**config.mk**
```make
export PLATFORM = sky130hd
export DESIGN_NAME = txc_stack
export DESIGN_NICKNAME = d
export VERILOG_FILES = /design/src/rtl/txc_pkg.sv /design/src/rtl/txc_store.sv /design/src/rtl/txc_fault.sv /design/src/rtl/txc_event.sv /design/src/rtl/txc_stack.sv
export SDC_FILE = /design/constraint.sdc
export NUM_CORES = 1
export LEC_CHECK = 0
export ABC_AREA = 0
export CAP_MARGIN = 40
export CORE_ASPECT_RATIO = 0.5
export CORE_MARGIN = 4
export CORE_UTILIZATION = 54
export CTS_CLUSTER_DIAMETER = 40
export DETAILED_ROUTE_END_ITERATION = 8
export PLACE_DENSITY = 0.8
export SYNTH_ARGS = -nofsm -noshare
export SYNTH_HDL_FRONTEND = slang
export SYNTH_SLANG_ARGS = --single-unit
export TNS_END_PERCENT = 1
```
**constraint.sdc**
```tcl
create_clock -name clk -period 2.15 [get_ports clk]
set_clock_uncertainty 0.05 [all_clocks]
set_input_delay 0.43 -clock clk [delete_from_list [all_inputs] [get_ports clk]]
set_output_delay 0.43 -clock clk [all_outputs]
set_load 0.01 [all_outputs]
```
**src/rtl/txc_pkg.sv**
```systemverilog
package txc_pkg;
    localparam int ENTRY_W   = 8;
    localparam int B_DONE    = 7;
    localparam int B_IRQ     = 6;
    localparam int B_JABBER  = 5;
    localparam int B_UNDER   = 4;
    localparam int B_MAXCOLL = 3;
    localparam int B_OVF     = 2;

    typedef struct packed {
        logic irq;
        logic jabber;
        logic underrun;
        logic maxcoll;
    } txc_flags_t;

    function automatic logic [ENTRY_W-1:0] make_entry(txc_flags_t f);
        logic [ENTRY_W-1:0] e;
        e            = '0;
        e[B_DONE]    = 1'b1;
        e[B_IRQ]     = f.irq;
        e[B_JABBER]  = f.jabber;
        e[B_UNDER]   = f.underrun;
        e[B_MAXCOLL] = f.maxcoll;
        return e;
    endfunction

    function automatic logic wants_event(txc_flags_t f);
        return f.irq | f.jabber | f.underrun | f.maxcoll;
    endfunction
endpackage

```
**src/rtl/txc_store.sv**
```systemverilog
module txc_store
    import txc_pkg::*;
#(
    parameter int DEPTH = 4
) (
    input  logic               clk,
    input  logic               rst_n,
    input  logic               clr,
    input  logic               push,
    input  logic               pop,
    input  logic [ENTRY_W-1:0] entry,
    output logic [ENTRY_W-1:0] top
);
    localparam int CW = $clog2(DEPTH + 1);

    typedef struct packed {
        logic [DEPTH-1:0][ENTRY_W-1:0] slot;
        logic [CW-1:0]                 cnt;
    } st_t;

    st_t  st_d, st_q;
    logic full;

    always_comb begin
        st_d = st_q;
        top  = '0;
        full = (st_q.cnt == CW'(DEPTH));
        for (int i = 0; i < DEPTH; i++) begin
            if (st_q.cnt == CW'(i + 1)) top = st_q.slot[i];
        end
        if (clr) begin
            st_d = '0;
        end else if (push && pop && st_q.cnt != '0) begin
            for (int i = 0; i < DEPTH; i++) begin
                if (st_q.cnt == CW'(i + 1)) st_d.slot[i] = entry;
            end
        end else if (push) begin
            if (full) begin
                st_d.slot[DEPTH-1][B_OVF] = 1'b1;
            end else begin
                for (int i = 0; i < DEPTH; i++) begin
                    if (st_q.cnt == CW'(i)) st_d.slot[i] = entry;
                end
                st_d.cnt = st_q.cnt + CW'(1);
            end
        end else if (pop && st_q.cnt != '0) begin
            st_d.cnt = st_q.cnt - CW'(1);
        end
    end

    always_ff @(posedge clk or negedge rst_n) begin
        if (!rst_n) st_q <= '0;
        else        st_q <= st_d;
    end
endmodule

```
**src/rtl/txc_fault.sv**
```systemverilog
module txc_fault (
    input  logic clk,
    input  logic rst_n,
    input  logic clr,
    input  logic set_jabber,
    input  logic set_underrun,
    input  logic overrun,
    output logic halt,
    output logic fail_evt
);
    typedef struct packed {
        logic jabber;
        logic underrun;
        logic overrun;
        logic fail;
    } flt_t;

    flt_t flt_d, flt_q;

    always_comb begin
        flt_d      = flt_q;
        flt_d.fail = 1'b0;
        if (clr) begin
            flt_d = '0;
        end else begin
            if (set_jabber)   flt_d.jabber   = 1'b1;
            if (set_underrun) flt_d.underrun = 1'b1;
            if (overrun) begin
                flt_d.overrun = 1'b1;
                flt_d.fail    = ~flt_q.overrun;
            end
        end
    end

    always_ff @(posedge clk or negedge rst_n) begin
        if (!rst_n) flt_q <= '0;
        else        flt_q <= flt_d;
    end

    assign halt     = flt_q.jabber | flt_q.underrun | flt_q.overrun;
    assign fail_evt = flt_q.fail;
endmodule

```
**src/rtl/txc_event.sv**
```systemverilog
module txc_event
    import txc_pkg::*;
(
    input  logic       clk,
    input  logic       rst_n,
    input  logic       clr,
    input  logic       push,
    input  txc_flags_t flags,
    output logic       evt
);
    logic evt_d, evt_q;

    always_comb begin
        evt_d = push & wants_event(flags) & ~clr;
    end

    always_ff @(posedge clk or negedge rst_n) begin
        if (!rst_n) evt_q <= 1'b0;
        else        evt_q <= evt_d;
    end

    assign evt = evt_q;
endmodule

```
**src/rtl/txc_stack.sv**
```systemverilog
module txc_stack
    import txc_pkg::*;
#(
    parameter int DEPTH = 4
) (
    input  logic       clk,
    input  logic       rst_n,
    input  logic       push_i,
    input  logic       push_irq_i,
    input  logic       push_jabber_i,
    input  logic       push_underrun_i,
    input  logic       push_maxcoll_i,
    input  logic       pop_i,
    input  logic       fifo_overrun_i,
    input  logic       txreset_i,
    output logic [7:0] txc_status_o,
    output logic       txdone_evt_o,
    output logic       fail_evt_o,
    output logic       halt_o
);
    txc_flags_t         flags;
    logic [ENTRY_W-1:0] entry;

    always_comb begin
        flags.irq      = push_irq_i;
        flags.jabber   = push_jabber_i;
        flags.underrun = push_underrun_i;
        flags.maxcoll  = push_maxcoll_i;
        entry          = make_entry(flags);
    end

    txc_store #(.DEPTH(DEPTH)) u_store (
        .clk   (clk),
        .rst_n (rst_n),
        .clr   (txreset_i),
        .push  (push_i),
        .pop   (pop_i),
        .entry (entry),
        .top   (txc_status_o)
    );

    txc_fault u_fault (
        .clk          (clk),
        .rst_n        (rst_n),
        .clr          (txreset_i),
        .set_jabber   (push_i & push_jabber_i),
        .set_underrun (push_i & push_underrun_i),
        .overrun      (fifo_overrun_i),
        .halt         (halt_o),
        .fail_evt     (fail_evt_o)
    );

    txc_event u_event (
        .clk   (clk),
        .rst_n (rst_n),
        .clr   (txreset_i),
        .push  (push_i),
        .flags (flags),
        .evt   (txdone_evt_o)
    );
endmodule

```
==> metrics.txt <==
buffer and inverter count on the worst path 3; area of the mapped netlist ~1600 sq um; clock transition at the registers of the reported paths 0.06 ns; Cell Pwr Density 815 nW/um^2; count of boundary I/O pins 21; kind of critical path flip-flop to output pin; total DRC errors in the routed layout 0; Filler cells 163; number of core rows 13; final layout net count 221; wire length of the first global-routing pass 6950 microns; Synth-to-Final Area Change 32.1%; number of standard cells in the final layout excluding fillers 243; DIE HEIGHT 47.1 microns; width of the chip 86.2 microns; highest net fanout along the worst path 6; core occupancy in the finished layout 0.792; starting density of the core 0.600; CTS Hold Bufs 0; Synth top area share 0.440; maximum cell stage delay along the critical path roughly 0.45 ns; detailed placement HPWL 2920 microns; Final Hold Fails 0; part of the Yosys area used for sequential elements 0.440; buffer type at the clock tree root clkbuf_8; core area 2750 sq um; final wirelength 4550 microns; crit share post-route 1.03; number of standard cells after synthesis approximately 170; kind of path behind the tightest hold check flip-flop to flip-flop; final setup vio count 9; Area contributors post-synth dfrtp_1 44%, mux2_2 6.1%, a21oi_1 5.2%, ha_1 4.6%, nor2_1 4.1%; Peak Freq around 450 MHz; count of unique library cells instantiated by Yosys 41; # Max-Cap Violations 0; number of buffers created by CTS 5; antenna diode count 0; final worst slack -0.0550 ns; violated checks negative setup slack; count of synthesis-stage warnings from yosys 0; grt total ovfl 0; placer's final routability congestion estimate between 0.8 and 0.9; Tmin final around 2.2 ns; post-synthesis area per instance between 9 and 10 sq um; synthesis-stage register bit count 29; cell with the largest stage delay on the worst path dfrtp_2; critical path startpoint category flip-flop; leading cell type in the layout, fill and taps excluded dfrtp_1; Worst setup EP type output pin; initial DRC count 91; DR WL/cell around 19 microns; cell count after placement between 200 and 250; number of global-route vias before repair 1498; cell family with the largest share of critical-path delay flip-flops; outcome complete, but fails checks; number of sinks on the clock net 29; number of vias after detailed routing 1429; clock tree from TritonCTS done; floorplan die area 4060 sq um; Req. time, crit path 1.67 ns; clock latency on the worst-skew pair between 0.2 and 0.3 ns; H-tree depth reported by CTS 2; setup repair after global routing missed its margin yes; Vias per Instance 5.88; antenna violations before repair 0; combined global-route utilization of all metal layers 0.232; remaining number of nets flagged by the antenna check after routing 0; arrival time at the worst endpoint 1.73 ns; worst-path cell chain ha_4 -> ha_4 -> buf_6 -> buf_4 -> a21oi_2 -> o21ai_1 -> buf_2; library cell with the largest summed area after synthesis dfrtp_1; pin count of the biggest net entering global routing 30; most used cell along the critical path ha_4; number of port buffers 18; leak pwr 0.000985 uW; clk buf depth 2; peak ir drop on the vdd network 0.682 mV; max-slew violation count 0; fraction of layout instances using a drive strength above 1 0.330; worst slack, placed -0.266 ns; commonest cells after routing, fill and taps aside 28 x dfrtp_1, 20 x buf_4, 18 x nor2_1; sum of negative setup slack -0.226 ns; number of optimization iterations in the first detailed-route pass 4
-- final cells by class --
class	count	area, sq um	area share
flip-flops and latches	29	727	0.334
clock buffers	7	96.3	0.0442
repair buffers	41	348	0.160
inverters	5	18.8	0.00862
clock inverters	1	5.00	0.00230
multi-input cells	123	937	0.430
well taps	37	46.3	0.0213
-- logic make-up (layout without fill, tap and decap cells) --
kind of cell,after synthesis,count (layout),synth area share
AO/OA/AOI/OAI,43,43,0.180
XOR/XNOR,1,1,0.00531
adder cells (fa/ha/maj),6,6,0.0455
buffers and inverters,17,54,0.0554
flip-flops,29,29,0.440
multiplexers,13,13,0.0857
other,1,2,0.00227
AND/OR/NAND/NOR,58,58,0.186
-- per-stage QoR --
step	hold WS [ns]	power (uW)	cell area, sq um
global placement	0.389	1190	1980
floorplan	0.0844	995	1650
CTS	0.410	1710	2110
detailed placement	0.401	1200	1980
finish	0.407	1770	2180
global route	0.431	1870	2180
-- registers in the layout (all words and copies together), names as in the netlist --
| name | cells |
|---|---|
| u_event.evt | 1 |
| u_fault.fail_evt | 1 |
| u_fault.flt_q | 3 |
| u_store.st_q | 24 |
-- worst reg2reg max path, stage by stage, from the launching register on --
cell and delay [ns]:
dfrtp_1 0.42, inv_2 0.08, buf_4 0.13, ha_4 0.15, buf_4 0.15, or2b_1 0.28
a221o_1 0.38, and3_4 0.22, a22o_1 0.22
-- metal layers --
| metal | share of wire | up-vias | GRT usage |
|---|---|---|---|
| met2 | 0.47 | 70 | 0.386 |
| met4 | 0.029 | 0 | 0.104 |
| met5 | 0 | - | 0 |
| met1 | 0.41 | 684 | 0.283 |
| li1 | - | 659 | - |
| met3 | 0.088 | 16 | 0.0788 |
-- synth_stat cells, drive strengths merged --
| cell | count |
|---|---|
| a2bb2oi | 1 |
| a41o | 1 |
| a21o | 2 |
| xor2 | 1 |
| mux2 | 9 |
| nand3b | 6 |
| ha | 6 |
| a211oi | 1 |
| and2 | 2 |
| a22oi | 5 |
| buf | 9 |
| o221ai | 1 |
| nand3 | 1 |
| nor3 | 1 |
| inv | 5 |
| a22o | 4 |
| or2b | 1 |
| clkbuf | 3 |
| o2bb2ai | 1 |
| a21oi | 17 |
| o21a | 1 |
| nand4 | 1 |
| o21ai | 7 |
| o31ai | 1 |
| or4 | 1 |
| nand2 | 10 |
| nand2b | 2 |
| nor3b | 1 |
| nor2 | 18 |
| conb | 1 |
| mux2i | 4 |
| a221o | 1 |
| dfrtp | 29 |
| and2b | 2 |
| nor2b | 8 |
| or3 | 1 |
| and3 | 3 |
-- where the power goes --
| group | internal, uW | total [uW] | switching, uW |
|---|---|---|---|
| registers | 611 | 665 | 54.4 |
| clock network | 289 | 490 | 201 |
| logic | 296 | 620 | 324 |
| total | 1200 | 1770 | 579 |
-- path summary, 6_finish.rpt --
kind / slack [ns] / from / endpoint / depth (start not counted)
min in group asynchronous: 0.48 / rst_n / u_store.st_q[26]$_DFFE_PN0P_ / 2
min: 0.41 / u_fault.flt_q[1]$_DFFE_PN0P_ / u_fault.fail_evt$_DFF_PN0_ / 1
max in group asynchronous: 1.28 / rst_n / u_store.st_q[1]$_DFFE_PN0P_ / 2
min reg2reg: 0.41 / u_fault.flt_q[1]$_DFFE_PN0P_ / u_fault.fail_evt$_DFF_PN0_ / 1
max reg2reg: -0.04 / u_store.st_q[0]$_DFFE_PN0P_ / u_store.st_q[14]$_DFFE_PN0P_ / 8
max: -0.06 / u_store.st_q[1]$_DFFE_PN0P_ / txc_status_o[5] / 7
-- timing repair --
| item | CTS | global route |
|---|---|---|
| gates resized for setup | 41 | 16 |
| pin swaps | 2 | 2 |
| endpoints found under the setup margin | 14 | 18 |
| buffers inserted | 1 | 0 |
Note: power is estimated with default switching activity, not from simulation.
